--- config.mk ---
export PLATFORM = sky130hd
export DESIGN_NAME = bank_addr_arbiter
export DESIGN_NICKNAME = d
export VERILOG_FILES = /design/src/rtl/bka_pkg.sv /design/src/rtl/bka_issue_select.sv /design/src/rtl/bka_bank_timer.sv /design/src/rtl/bka_hopper_pipe.sv /design/src/rtl/bank_addr_arbiter.sv
export SDC_FILE = /design/constraint.sdc
export NUM_CORES = 1
export LEC_CHECK = 0
export ABC_AREA = 0
export ABC_CLOCK_PERIOD_IN_PS = 2500
export CAP_MARGIN = 20
export CORE_UTILIZATION = 60
export CTS_BUF_LIST = sky130_fd_sc_hd__clkbuf_8
export DETAILED_ROUTE_END_ITERATION = 7
export DONT_BUFFER_PORTS = 1
export PLACE_DENSITY = 0.85
export SLEW_MARGIN = 15
export SYNTH_ARGS = -nofsm -noshare
export SYNTH_HDL_FRONTEND = slang
export SYNTH_HIERARCHICAL = 1
export SYNTH_SLANG_ARGS = --single-unit
--- constraint.sdc ---
create_clock -name clk -period 2.5 [get_ports clk]
set_input_delay 0.5 -clock clk [delete_from_list [all_inputs] [get_ports clk]]
set_output_delay 0.5 -clock clk [all_outputs]
set_load 0.1 [all_outputs]
--- src/rtl/bka_pkg.sv ---
// Package: shared tag layout and issue-source encoding for the banked
// address arbiter. Assumes a fixed 9-bit tag, the same on every port.
package bka_pkg;
    localparam int SRC_W  = 4;
    localparam int DST_W  = 3;
    localparam int KIND_W = 2;
    localparam int TAG_W  = SRC_W + DST_W + KIND_W;

    typedef enum logic [KIND_W-1:0] {
        KIND_READ  = 2'd0,
        KIND_WRITE = 2'd1,
        KIND_XCHG  = 2'd2,
        KIND_RSVD  = 2'd3
    } access_kind_e;

    typedef struct packed {
        access_kind_e         kind;
        logic [DST_W-1:0]     dst;
        logic [SRC_W-1:0]     src;
    } req_tag_t;

    typedef enum logic [1:0] {
        ISRC_NONE  = 2'd0,
        ISRC_RETRY = 2'd1,
        ISRC_CPU   = 2'd2,
        ISRC_PERI  = 2'd3
    } issue_src_e;
endpackage

--- src/rtl/bka_issue_select.sv ---
// Issue selector: picks the single address broadcast this cycle.
// Assumes a due retry always wins, then the central processor, then the
// shared peripheral path. Purely combinational.
module bka_issue_select
    import bka_pkg::*;
#(
    parameter int ADDR_W = 18
) (
    input  logic              retry_due,
    input  logic [ADDR_W-1:0] retry_addr,
    input  logic [TAG_W-1:0]  retry_tag,
    input  logic              cpu_valid,
    input  logic [ADDR_W-1:0] cpu_addr,
    input  logic [TAG_W-1:0]  cpu_tag,
    input  logic              pp_valid,
    input  logic [ADDR_W-1:0] pp_addr,
    input  logic [TAG_W-1:0]  pp_tag,
    output logic              cpu_ready,
    output logic              pp_ready,
    output logic              sel_valid,
    output logic [ADDR_W-1:0] sel_addr,
    output logic [TAG_W-1:0]  sel_tag,
    output issue_src_e        sel_src
);
    // Readiness: lower-priority sources stall behind higher ones.
    assign cpu_ready = !retry_due;
    assign pp_ready  = !retry_due && !cpu_valid;

    // Fixed-priority choice of the broadcast address.
    always_comb begin
        sel_src  = ISRC_NONE;
        sel_addr = '0;
        sel_tag  = '0;
        if (retry_due) begin
            sel_src  = ISRC_RETRY;
            sel_addr = retry_addr;
            sel_tag  = retry_tag;
        end else if (cpu_valid) begin
            sel_src  = ISRC_CPU;
            sel_addr = cpu_addr;
            sel_tag  = cpu_tag;
        end else if (pp_valid) begin
            sel_src  = ISRC_PERI;
            sel_addr = pp_addr;
            sel_tag  = pp_tag;
        end
    end

    assign sel_valid = (sel_src != ISRC_NONE);
endmodule

--- src/rtl/bka_bank_timer.sv ---
// Bank busy model: one down-counter per bank. A bank that sees an address
// while idle becomes busy for BUSY_CYC cycles. Assumes BUSY_CYC >= 1.
module bka_bank_timer #(
    parameter int BANK_W   = 5,
    parameter int BUSY_CYC = 4
) (
    input  logic                 clk,
    input  logic                 rst_n,
    input  logic                 hit_valid,
    input  logic [BANK_W-1:0]    hit_bank,
    output logic [(1<<BANK_W)-1:0] bank_free
);
    localparam int NBANK = 1 << BANK_W;
    localparam int CNT_W = $clog2(BUSY_CYC + 1);

    for (genvar g = 0; g < NBANK; g++) begin : g_bank
        logic [CNT_W-1:0] cnt;
        logic             hit_me;

        assign hit_me       = hit_valid && (hit_bank == BANK_W'(g));
        assign bank_free[g] = (cnt == '0);

        // Load on acceptance, otherwise count the busy window down.
        always_ff @(posedge clk) begin
            if (!rst_n)
                cnt <= '0;
            else if (hit_me && bank_free[g])
                cnt <= CNT_W'(BUSY_CYC);
            else if (cnt != '0)
                cnt <= cnt - 1'b1;
        end

        p_busy_after_take_r5: assert property (@(posedge clk) disable iff (!rst_n)
            (hit_me && bank_free[g]) |=> !bank_free[g]);
        p_cnt_bound_r5: assert property (@(posedge clk) disable iff (!rst_n)
            cnt <= CNT_W'(BUSY_CYC));
    end
endmodule

--- src/rtl/bka_hopper_pipe.sv ---
// Hopper: fixed-length delay line holding every issued entry until its
// acceptance outcome is due. Assumes DEPTH >= 1; one entry enters and one
// leaves per cycle at most.
module bka_hopper_pipe #(
    parameter int DEPTH = 2,
    parameter int W     = 28
) (
    input  logic         clk,
    input  logic         rst_n,
    input  logic         in_valid,
    input  logic [W-1:0] in_data,
    output logic         out_valid,
    output logic [W-1:0] out_data
);
    logic [DEPTH-1:0] vld;
    logic [W-1:0]     dat [DEPTH];

    for (genvar s = 0; s < DEPTH; s++) begin : g_stage
        logic         up_v;
        logic [W-1:0] up_d;
        if (s == 0) begin : g_head
            assign up_v = in_valid;
            assign up_d = in_data;
        end else begin : g_body
            assign up_v = vld[s-1];
            assign up_d = dat[s-1];
        end

        // Advance one stage per cycle.
        always_ff @(posedge clk) begin
            if (!rst_n) begin
                vld[s] <= 1'b0;
                dat[s] <= '0;
            end else begin
                vld[s] <= up_v;
                dat[s] <= up_d;
            end
        end
    end

    assign out_valid = vld[DEPTH-1];
    assign out_data  = dat[DEPTH-1];

    p_enter_hopper_r6: assert property (@(posedge clk) disable iff (!rst_n)
        in_valid |=> (vld[0] && dat[0] == $past(in_data)));
endmodule

--- src/rtl/bank_addr_arbiter.sv ---
// Banked memory address arbiter. Broadcasts at most one tagged address per
// cycle, judges acceptance against the target bank's busy state at issue,
// reports the outcome ACC_LAT cycles later and reissues rejects first.
// Assumes requesters hold valid and payload stable until ready.
module bank_addr_arbiter
    import bka_pkg::*;
#(
    parameter int ADDR_W   = 18,
    parameter int BANK_W   = 5,
    parameter int BUSY_CYC = 4,
    parameter int ACC_LAT  = 2
) (
    input  logic              clk,
    input  logic              rst_n,
    input  logic              cpu_valid,
    output logic              cpu_ready,
    input  logic [ADDR_W-1:0] cpu_addr,
    input  logic [TAG_W-1:0]  cpu_tag,
    input  logic              pp_valid,
    output logic              pp_ready,
    input  logic [ADDR_W-1:0] pp_addr,
    input  logic [TAG_W-1:0]  pp_tag,
    output logic              iss_valid,
    output logic [ADDR_W-1:0] iss_addr,
    output logic [TAG_W-1:0]  iss_tag,
    output logic              acc_valid,
    output logic [ADDR_W-1:0] acc_addr,
    output logic [TAG_W-1:0]  acc_tag
);
    localparam int NBANK = 1 << BANK_W;
    localparam int ENT_W = 1 + TAG_W + ADDR_W;

    logic              hop_valid;
    logic [ENT_W-1:0]  hop_data;
    logic              hop_took;
    logic [TAG_W-1:0]  hop_tag;
    logic [ADDR_W-1:0] hop_addr;
    logic              retry_due;
    issue_src_e        iss_src;
    logic [NBANK-1:0]  bank_free;
    logic [BANK_W-1:0] iss_bank;
    logic              iss_took;

    // Unpack the entry leaving the hopper.
    assign {hop_took, hop_tag, hop_addr} = hop_data;
    assign retry_due = hop_valid && !hop_took;

    bka_issue_select #(.ADDR_W(ADDR_W)) u_sel (
        .retry_due (retry_due),
        .retry_addr(hop_addr),
        .retry_tag (hop_tag),
        .cpu_valid (cpu_valid),
        .cpu_addr  (cpu_addr),
        .cpu_tag   (cpu_tag),
        .pp_valid  (pp_valid),
        .pp_addr   (pp_addr),
        .pp_tag    (pp_tag),
        .cpu_ready (cpu_ready),
        .pp_ready  (pp_ready),
        .sel_valid (iss_valid),
        .sel_addr  (iss_addr),
        .sel_tag   (iss_tag),
        .sel_src   (iss_src)
    );

    // Low address bits pick the bank; outcome is that bank's idle state.
    assign iss_bank = iss_addr[BANK_W-1:0];
    assign iss_took = iss_valid && bank_free[iss_bank];

    bka_bank_timer #(.BANK_W(BANK_W), .BUSY_CYC(BUSY_CYC)) u_banks (
        .clk      (clk),
        .rst_n    (rst_n),
        .hit_valid(iss_valid),
        .hit_bank (iss_bank),
        .bank_free(bank_free)
    );

    bka_hopper_pipe #(.DEPTH(ACC_LAT), .W(ENT_W)) u_hopper (
        .clk      (clk),
        .rst_n    (rst_n),
        .in_valid (iss_valid),
        .in_data  ({iss_took, iss_tag, iss_addr}),
        .out_valid(hop_valid),
        .out_data (hop_data)
    );

    // Acceptance report leaves the hopper with the entry.
    assign acc_valid = hop_valid && hop_took;
    assign acc_addr  = hop_addr;
    assign acc_tag   = hop_tag;

    p_retry_first_r7: assert property (@(posedge clk) disable iff (!rst_n)
        retry_due |-> (iss_valid && iss_addr == hop_addr && iss_tag == hop_tag
                       && !cpu_ready && !pp_ready));
    p_pp_yields_r4: assert property (@(posedge clk) disable iff (!rst_n)
        cpu_valid |-> !pp_ready);
    p_single_issue_r3: assert property (@(posedge clk) disable iff (!rst_n)
        $countones({retry_due, cpu_valid && cpu_ready, pp_valid && pp_ready}) <= 1);
    p_cpu_wins_r4: assert property (@(posedge clk) disable iff (!rst_n)
        (cpu_valid && cpu_ready) |-> (iss_src == ISRC_CPU && iss_addr == cpu_addr));
endmodule

==> impl_results.md, run 1 <==
- Run status: finished, violations left
- Violated checks: setup timing
- Clock power frac: 19.5%
- Core Box Area: 0.0128 mm^2
- Slew Limit Fails: 0
- Total negative setup slack: -0.123 ns
- P_sw: 4.59 mW
- Number of diodes: 0
- Critical path fanouts, max: 6
- CTS Buf Count: 17
- Max Freq: 381 MHz
- Req. time, crit path: 2.86 ns
- Setup violators final: 1
- DP Wirelength: 13000 um
- Leakage: 4.17 nW
- Critical path class: reg -> reg
- Worst setup EP type: flop
- Pre-antenna DRT Iters: 7
- Routed length per instance: 20.3 um
- First-pass GRT wire length: approximately 33000 um
- Largest net degree at the start of global routing: 136
- Skew-Pair Late Insertion Delay: roughly 0.46 ns
- Die footprint: 0.0138 mm^2
- Worst path slowest cell: mux4_1
- Final cycle utilization of the critical path: 105%
- Power Total: 11.1 mW
- Max clock buf depth: 2
- Initial antenna violation count: 0
- GPL Wtd Cong: 0.851
- Internal: 6.51 mW
- Initial Util: 62.5%
- Switching share of power: 41.4%
- Critical Path AT: between 2 and 3 ns
- Sequential share of power: 33.0%
- Root Buffer: clkbuf_8
- Syn_nets: 990
- GRT Total Usage: 29.5%
- CTS clk-pin slew, worst paths: roughly 0.090 ns
- Critical path launch point type: flop
- Placed inst area: 0.00905 mm^2
- Fin util: 75.7%
- Worst-Margin Slew: 0.504 ns
- Ports: between 100 and 150
- Hold Crit Class: in -> reg
- Mapped Area: between 0.007 and 0.008 mm^2
- Fin. Hold Viols: 0
- CTS Sinks: 154
- CTS tree: yes
- Number of DRC markers in iteration 0: approximately 850
- Max-slew headroom: between 60% and 70%
- Vias per inst: around 6.4
- Synth Area per Inst: around 9.2 um^2
- Final Cell Area: 0.00968 mm^2
- Die extent in y: 117 um
- Post-route minimum period: 2.62 ns
- Clk_skew: 0.0116 ns
- # hold bufs at CTS: 0
- Pwr per Cell Area: 1150 mW/mm^2
- Row count: between 40 and 50
- Vias in the first global route: roughly 6600
- Net count, final: ~1100
- Total routed wirelength: 22600 um
- Crit path largest cell delay: 0.69 ns
- Comb pwr share: 47.5%
- Crit-path cells: nor2b_4 -> a21oi_1 -> a2bb2oi_4 -> mux4_1 -> a2111oi_2 -> and4b_1 -> and2_2
- Port Buffer Count: 0
- Grt ovf: 0
- Post-Syn Instances: around 870
- IR drop worst, VDD: slightly below 0.7 mV
- Fraction of layout cells with a size suffix above 1: 21.6%
- Syn. warnings: 6
- Max cap viols: 0
- H-tree Lvls: 4
- Post-route ant nets: 0
- Drt drc: 0
- Final WS setup: -0.123 ns
- P&R area growth vs syn: 21.3%
- Die width: 117 um
- Vias after detailed routing: 7120
## registers in the layout, indices dropped and copies added (netlist names)
register,cells
u_hopper/g_stage.up_v,1
u_hopper/out_valid,1
u_hopper/dat,56
u_banks/g_bank.cnt,96
## path summary, 6_finish.rpt
check	startpoint	end	slack (ns)	depth (start not counted)
setup / recovery	u_hopper/out_valid	u_hopper/dat[0][27]	-0.12	7
hold / removal	rst_n	u_hopper/dat[0][20]	0.18	1
setup reg to reg	u_hopper/out_valid	u_hopper/dat[0][27]	-0.12	7
hold reg to reg	u_hopper/dat[0][20]	u_hopper/dat[1][20]	0.44	1
## per-stage QoR
stage               setup slack [ns]  instances  hold slack, ns
global placement              0.0584       1069           0.413
floorplan                     -0.634        868           0.412
CTS                           0.0460       1104           0.156
global route                  -0.199       1113           0.170
finish                        -0.123       1113           0.183
detailed placement            0.0255       1069           0.419
## cells in the final DEF (no fill, tap or decap), drive strengths merged, types with 28 or more instances in the layout
cell type / instances
a21oi: 59
a221oi: 32
and2: 60
buf: 93
dfxtp: 154
ha: 64
inv: 100
nand2: 30
nand3: 56
nand3b: 28
nor2b: 36
## repair_timing
| action | CTS | global route |
|---|---|---|
| resized for setup | 4 | 5 |
| gates cloned | 0 | 2 |
| pin swaps | 1 | 4 |
| setup buffers | 3 | 7 |
| setup endpoints to repair | 23 | 3 |
## metal layers
layer | wire (um) | track usage (%) | vias up
met5 | 0 | 0 | -
met4 | 1120 | 15.3 | 0
met3 | 1910 | 6.32 | 94
met2 | 11000 | 50.6 | 419
met1 | 8600 | 34.6 | 3384
li1 | - | - | 3223
## worst max-delay path, delay by kind of cell, from the launching register on
family	cells	cell delay, ns
compound gates	3	0.86
simple gates	3	0.62
mux	1	0.69
flops	1	0.34
## power by group through the flow
stage	Clock, mW	Combinational [mW]	Sequential, mW
2_1_floorplan	0	3.68	3.74
3_3_place_gp	0	4.62	3.62
3_5_place_dp	0	4.86	3.66
4_1_cts	2.17	4.95	3.62
5_1_grt	2.28	5.69	3.74
6_report	2.16	5.27	3.67
## final cells by class
| type | instances | area, um^2 |
|---|---|---|
| clock inverters | 10 | 164 |
| well taps | 172 | 215 |
| multi-input cells | 561 | 4480 |
| repair buffers | 95 | 1050 |
| clock buffers | 22 | 303 |
| fillers | 747 | 3100 |
| inverters | 99 | 372 |
| flip-flops and latches | 154 | 3090 |
Note: power is estimated with default switching activity, not from simulation.
==> run 2, diff against run 1 <==
- ABC_AREA: 0 -> 1
- HOLD_SLACK_MARGIN: unset -> 0.03
==> impl_results.md, run 2 <==
- CTS Sinks: 154 (unchanged)
- Critical Path AT: 1.94 ns (was 2.98 ns)
- Max cap viols: 0 (unchanged)
- Row count: 43 (was 41)
- Critical path launch point type: flop (unchanged)
- Number of DRC markers in iteration 0: 524 (was 848)
- GRT Total Usage: 25.6% (was 29.5%)
- Post-Syn Instances: 1232 (was 868)
- Inst Count DP: 1442 (was 1069)
- Vias per inst: 4.94 (was 6.40)
- Leakage: 5.14 nW (was 4.17 nW)
- H-tree Lvls: 4 (unchanged)
- CTS tree: yes (unchanged)
- Drt drc: 0 (unchanged)
- Initial antenna violation count: 0 (unchanged)
- GPL Wtd Cong: 0.873 (was 0.851)
- Fin. Hold Viols: 0 (unchanged)
- Die footprint: 0.0146 mm^2 (was 0.0138 mm^2)
- Root Buffer: clkbuf_8 (unchanged)
- Hold Crit Class: in -> reg (unchanged)
- IR drop worst, VDD: 0.488 mV (was 0.687 mV)
- Pre-antenna DRT Iters: 5 (was 7)
- Vias in the first global route: 6899 (was 6610)
- # hold bufs at CTS: 0 (unchanged)
- Max clock buf depth: 2 (unchanged)
- FF-to-FF setup slack: 0.41 ns (was -0.12 ns)
- DP Wirelength: 12600 um (was 13000 um)
- Worst hold-check slack: 0.135 ns (was 0.183 ns)
- CTS Buf Count: 17 (unchanged)
- Core Box Area: 0.0138 mm^2 (was 0.0128 mm^2)
- Max Freq: 410 MHz (was 381 MHz)
- Net count, final: 1404 (was 1050)
- Slew Limit Fails: 0 (unchanged)
- Finished Layout Cells: 1474 (was 1113)
- Ports: 116 (unchanged)
- Worst setup EP type: primary output (was flop)
- Port Buffer Count: 0 (unchanged)
- Skew-Pair Late Insertion Delay: 0.46 ns (about the same)
- Syn_nets: 1354 (was 990)
- Most frequent cells in the layout: 294 x inv_1, 291 x nand2_1, 153 x dfxtp_1, 146 x nor2_1, 66 x nand3_1 (was 148 x dfxtp_1, 98 x inv_1, 67 x buf_4, 64 x ha_1, 58 x a21oi_1)
- Crit-path cells: inv_1 -> nor2_4 -> buf_12 -> a21oi_1 -> a21oi_4 -> buf_6 (was nor2b_4 -> a21oi_1 -> a2bb2oi_4 -> mux4_1 -> a2111oi_2 -> and4b_1 -> and2_2)
- Max FFs per register: 96 (unchanged)
- Total routed wirelength: 18200 um (was 22600 um)
- Crit path largest cell delay: 0.34 ns (was 0.69 ns)
- Grt ovf: 0 (unchanged)
- Register with the most flip-flops: u_banks/g_bank.cnt (unchanged)
- CTS clk-pin slew, worst paths: 0.09 ns (about the same)
- Worst-Margin Slew: 0.662 ns (was 0.504 ns)
- Fraction of layout cells with a size suffix above 1: 12.4% (was 21.6%)
- Req. time, crit path: 2.00 ns (was 2.86 ns)
- Die width: 121 um (was 117 um)
- Biggest regs: u_banks/g_bank.cnt: 96 flops, u_hopper/dat: 56 flops (unchanged)
- Final cycle utilization of the critical path: 97.6% (was 105%)
- Run status: finished clean (was finished, violations left)
- Critical path fanouts, max: 13 (was 6)
- Syn. warnings: 6 (unchanged)
- Synth Area per Inst: 6.87 um^2 (was 9.19 um^2)
- Dpl ws: 0.326 ns (was 0.0255 ns)
- Final WS setup: 0.0589 ns (was -0.123 ns)
- Unrepaired setup endpoints after global routing: no
- Vias after detailed routing: 7283 (was 7120)
- Post-route ant nets: 0 (unchanged)
- Fin util: 68.4% (was 75.7%)
- Number of diodes: 0 (unchanged)
- Worst path slowest cell: dfxtp_1 (was mux4_1)
- Commonest non-fill, non-tap cell in the layout: inv_1 (was dfxtp_1)
- P&R area growth vs syn: 11.7% (was 21.3%)
- Pwr per Cell Area: 1260 mW/mm^2 (was 1150 mW/mm^2)
- Die extent in y: 121 um (was 117 um)
- Critical path class: reg -> out (was reg -> reg)
- First-pass GRT wire length: 29900 um (was 32900 um)
- Routed length per instance: 12.4 um (was 20.3 um)
- Total negative setup slack: 0 ns (was -0.123 ns)
- Max-slew headroom: 55.8% (was 66.3%)
- Mapped Area: 0.00846 mm^2 (was 0.00798 mm^2)
- Initial Util: 61.2% (was 62.5%)
- Setup violators final: 0 (was 1)
- Clk_skew: 0.0122 ns (was 0.0116 ns)
- Largest net degree at the start of global routing: 92 (was 136)
- Post-route minimum period: 2.44 ns (was 2.62 ns)
## run 2: routing by layer
metal / share of wire [%] / global-route usage, % / up-vias
li1: - / - / 3739
met1: 42 / 27.7 / 3299
met2: 49 / 46.8 / 209
met3: 6.3 / 6.79 / 36
met4: 2.3 / 10.9 / 0
met5: 0 / 0 / -
## run 2: through the flow
| stage | area [um^2] | total power [mW] |
|---|---|---|
| finish | 9450 | 11.9 |
| global route | 9450 | 13.1 |
| CTS | 9440 | 11.9 |
| detailed placement | 9010 | 9.79 |
| global placement | 9010 | 9.48 |
| floorplan | 8540 | 8.71 |
## run 2: worst paths after layout
kind                               endpoint  cells past startpoint                      from
setup / recovery                iss_addr[4]                      6        u_hopper/out_valid
setup reg to reg  u_banks/g_bank[10].cnt[0]                     11        u_hopper/out_valid
hold reg to reg          u_hopper/out_valid                      2  u_hopper/g_stage[1].up_v
hold / removal           u_hopper/dat[0][3]                      2                     rst_n
## run 2: area by class of cell
class | instances | area, um^2
clock inverters | 13 | 169
repair buffers | 65 | 553
inverters | 298 | 1130
multi-input cells | 746 | 4050
well taps | 180 | 225
flip-flops and latches | 154 | 3080
clock buffers | 18 | 248
fillers | 1060 | 4370
## run 2: worst max-delay path, delay by kind of cell (launching register included)
| kind | cells | cell delay [ns] |
|---|---|---|
| buffers and inverters | 3 | 0.54 |
| AO/OA/AOI/OAI | 2 | 0.40 |
| flip-flops | 1 | 0.34 |
| AND/OR/NAND/NOR | 1 | 0.19 |
## run 2: repair_timing
action,4_1_cts,5_1_grt
cloned,0,0
gates resized for setup,4,3
endpoints found under the setup margin,4,17
setup buffers,0,1
## run 2: where the power goes
part / switching [mW] / leakage (nW) / internal (mW) / total (mW)
combinational: 4.25 / 3.66 / 2.14 / 6.40
sequential: 0.250 / 1.27 / 3.25 / 3.50
clock: 0.959 / 0.198 / 1.01 / 1.97
total: 5.46 / 5.14 / 6.40 / 11.9
==> run 3, diff against run 2 <==
--- a/config.mk
+++ b/config.mk
@@ -9,3 +9,2 @@
 export ABC_CLOCK_PERIOD_IN_PS = 2500
-export CAP_MARGIN = 20
 export CORE_UTILIZATION = 60
--- a/constraint.sdc
+++ b/constraint.sdc
@@ -3,2 +3,2 @@
 set_output_delay 0.5 -clock clk [all_outputs]
-set_load 0.1 [all_outputs]
+set_load 0.02 [all_outputs]
==> impl_results.md, run 3 (synthesized netlist as in run 2, its figures left out) <==
- Total routed wirelength: 17300 um (was 18200 um)
- Number of DRC markers in iteration 0: 528 (was 524)
- Most frequent cells in the layout: 297 x inv_1, 291 x nand2_1, 154 x dfxtp_1, 147 x nor2_1, 67 x nand3_1 (was 294 x inv_1, 291 x nand2_1, 153 x dfxtp_1, 146 x nor2_1, 66 x nand3_1)
- Die extent in y: 121 um (unchanged)
- Critical path launch point type: flop (unchanged)
- Req. time, crit path: 2.00 ns (about the same)
- GPL Wtd Cong: 0.916 (was 0.873)
- Critical path class: reg -> out (unchanged)
- Post-CTS setup buffer count: 0 (unchanged)
- Max-slew headroom: 65.7% (was 55.8%)
- Unrepaired setup endpoints after global routing: no (unchanged)
- Root Buffer: clkbuf_8 (unchanged)
- CTS Buf Count: 17 (unchanged)
- Dpl ws: 0.366 ns (was 0.326 ns)
- Commonest non-fill, non-tap cell in the layout: inv_1 (unchanged)
- Reg-to-reg startpoint: u_hopper/out_valid (unchanged)
- Hold Crit Class: in -> reg (unchanged)
- Net count, final: 1352 (was 1404)
- Register area: 0.00308 mm^2 (about the same)
- Worst Hold Depth: 2 (unchanged)
- Post-route ant nets: 0 (unchanged)
- Hold path start: rst_n (unchanged)
- Setup violators final: 0 (unchanged)
- CTS clk-pin slew, worst paths: 0.08 ns (was 0.09 ns)
- Biggest regs: u_banks/g_bank.cnt: 96 flops, u_hopper/dat: 56 flops (unchanged)
- Worst-Margin Slew: 0.515 ns (was 0.662 ns)
- Pre-antenna DRT Iters: 5 (unchanged)
- First-pass GRT wire length: 27300 um (was 29900 um)
- Leakage: 4.84 nW (was 5.14 nW)
- Post-route minimum period: 2.37 ns (was 2.44 ns)
- Number of diodes: 0 (unchanged)
- Skew-Pair Late Insertion Delay: 0.45 ns (was 0.46 ns)
- Critical Path AT: 1.87 ns (was 1.94 ns)
- Initial antenna violation count: 0 (unchanged)
- Fin. Hold Viols: 0 (unchanged)
- Multi-input gate area: 0.00402 mm^2 (was 0.00405 mm^2)
- Max Freq: 421 MHz (was 410 MHz)
- Final cycle utilization of the critical path: 94.9% (was 97.6%)
- FF-to-FF setup slack: 0.43 ns (was 0.41 ns)
- Run status: finished clean (unchanged)
- Initial Util: 61.2% (unchanged)
- GRT Total Usage: 23.5% (was 25.6%)
- Clk_skew: 0.0121 ns (was 0.0122 ns)
- Core Box Area: 0.0138 mm^2 (unchanged)
- Slew Limit Fails: 0 (unchanged)
- Filler Cell Count: 1140 (was 1060)
- Worst R2R Path Depth: 17 (was 11)
- Total negative setup slack: 0 ns (unchanged)
- Final Cell Area: 0.00895 mm^2 (was 0.00945 mm^2)
- Crit Reg-Reg Endpoint: u_hopper/dat[0][27] (was u_banks/g_bank[10].cnt[0])
- Final WS setup: 0.127 ns (was 0.0589 ns)
- Drt drc: 0 (unchanged)
- Fraction of layout cells with a size suffix above 1: 8.13% (was 12.4%)
- H-tree Lvls: 4 (unchanged)
- Worst Hold End: u_hopper/dat[0][1] (was u_hopper/dat[0][3])
- Die footprint: 0.0146 mm^2 (unchanged)
- CTS tree: yes (unchanged)
- Row count: 43 (unchanged)
- Die width: 121 um (unchanged)
- Ports: 116 (unchanged)
- Register with the most flip-flops: u_banks/g_bank.cnt (unchanged)
- Grt ovf: 0 (unchanged)
- Worst setup EP type: primary output (unchanged)
- CTS Sinks: 154 (unchanged)
- Max cap viols: 0 (unchanged)
- Routed length per instance: 12.1 um (was 12.4 um)
- DP Wirelength: 12200 um (was 12600 um)
- Max clock buf depth: 2 (unchanged)
- P&R area growth vs syn: 5.75% (was 11.7%)
- Largest net degree at the start of global routing: 92 (unchanged)
- Placed inst area: 0.00850 mm^2 (was 0.00901 mm^2)
- Pwr per Cell Area: 1230 mW/mm^2 (was 1260 mW/mm^2)
- Port Buffer Count: 0 (unchanged)
- Max FFs per register: 96 (unchanged)
- Worst hold-check slack: 0.151 ns (was 0.135 ns)
- IR drop worst, VDD: 0.449 mV (was 0.488 mV)
- Vias per inst: 4.97 (was 4.94)
- Vias in the first global route: 6479 (was 6899)
- Vias after detailed routing: 7075 (was 7283)
- Critical path fanouts, max: 15 (was 13)
- # hold bufs at CTS: 0 (unchanged)
==> run 3: changes by cell type in the layout (fill, tap and decap cells not counted), sizes merged <==
cell    before  now
inv        300  303
buf         65   13
bufinv       3    2
clkbuf      18   17
==> run 3: worst max-delay path by stage <==
stage | startpoint | endpoint | slack [ns] | cells after the start
6_report | u_hopper/out_valid | iss_addr[1] | 0.13 | 6
2_1_floorplan | u_hopper/out_valid | u_hopper/dat[0][27] | 0.26 | 19
5_1_grt | u_hopper/out_valid | iss_addr[15] | 0.006 | 6
4_1_cts | u_hopper/out_valid | iss_addr[1] | 0.005 | 6
3_5_place_dp | u_hopper/out_valid | u_banks/g_bank[30].cnt[0] | 0.37 | 10
3_3_place_gp | cpu_valid | u_banks/g_bank[18].cnt[0] | 0.43 | 9
==> run 3: timing repair <==
action	4_1_cts	5_1_grt
hold endpoints to repair	0	0
endpoints found under the setup margin	0	11
resized for setup	0	11
==> run 3: through the flow <==
| stage | std cells | power [mW] | util [%] |
|---|---|---|---|
| 6_report | 1423 | 11.0 | 64.7 |
| 3_5_place_dp | 1391 | 9.15 | 61.5 |
| 2_1_floorplan | 1232 | 8.17 | - |
| 5_1_grt | 1423 | 12.3 | 64.7 |
| 3_3_place_gp | 1391 | 8.85 | 61.5 |
| 4_1_cts | 1423 | 11.1 | 64.3 |
==> run 3: per-layer routing <==
metal / track usage (%) / routed length (um) / vias to the layer above
li1: - / - / 3641
met1: 24.6 / 7290 / 3184
met2: 43.1 / 8320 / 203
met3: 6.08 / 1100 / 47
met4: 12.0 / 541 / 0
met5: 0 / 0 / -
==> run 3: worst max-delay path: stages, from the launching register on <==
cell and delay, ns:
dfxtp_1 0.33, inv_1 0.05, nor2_2 0.16, buf_4 0.26, a21oi_1 0.10, a21oi_4 0.28, buf_4 0.23
==> run 3: final cells by class <==
| cell class | instances | area share (%) |
|---|---|---|
| well taps | 180 | 2.52 |
| inverters | 298 | 12.6 |
| clock inverters | 15 | 1.72 |
| flip-flops and latches | 154 | 34.5 |
| repair buffers | 13 | 1.23 |
| clock buffers | 17 | 2.62 |
| multi-input cells | 746 | 44.9 |
==> run 3: power breakdown <==
part           total [mW]  switching, mW  internal, mW
Sequential           3.54          0.289          3.25
Combinational        5.69           3.65          2.04
Clock                1.82          0.934         0.885
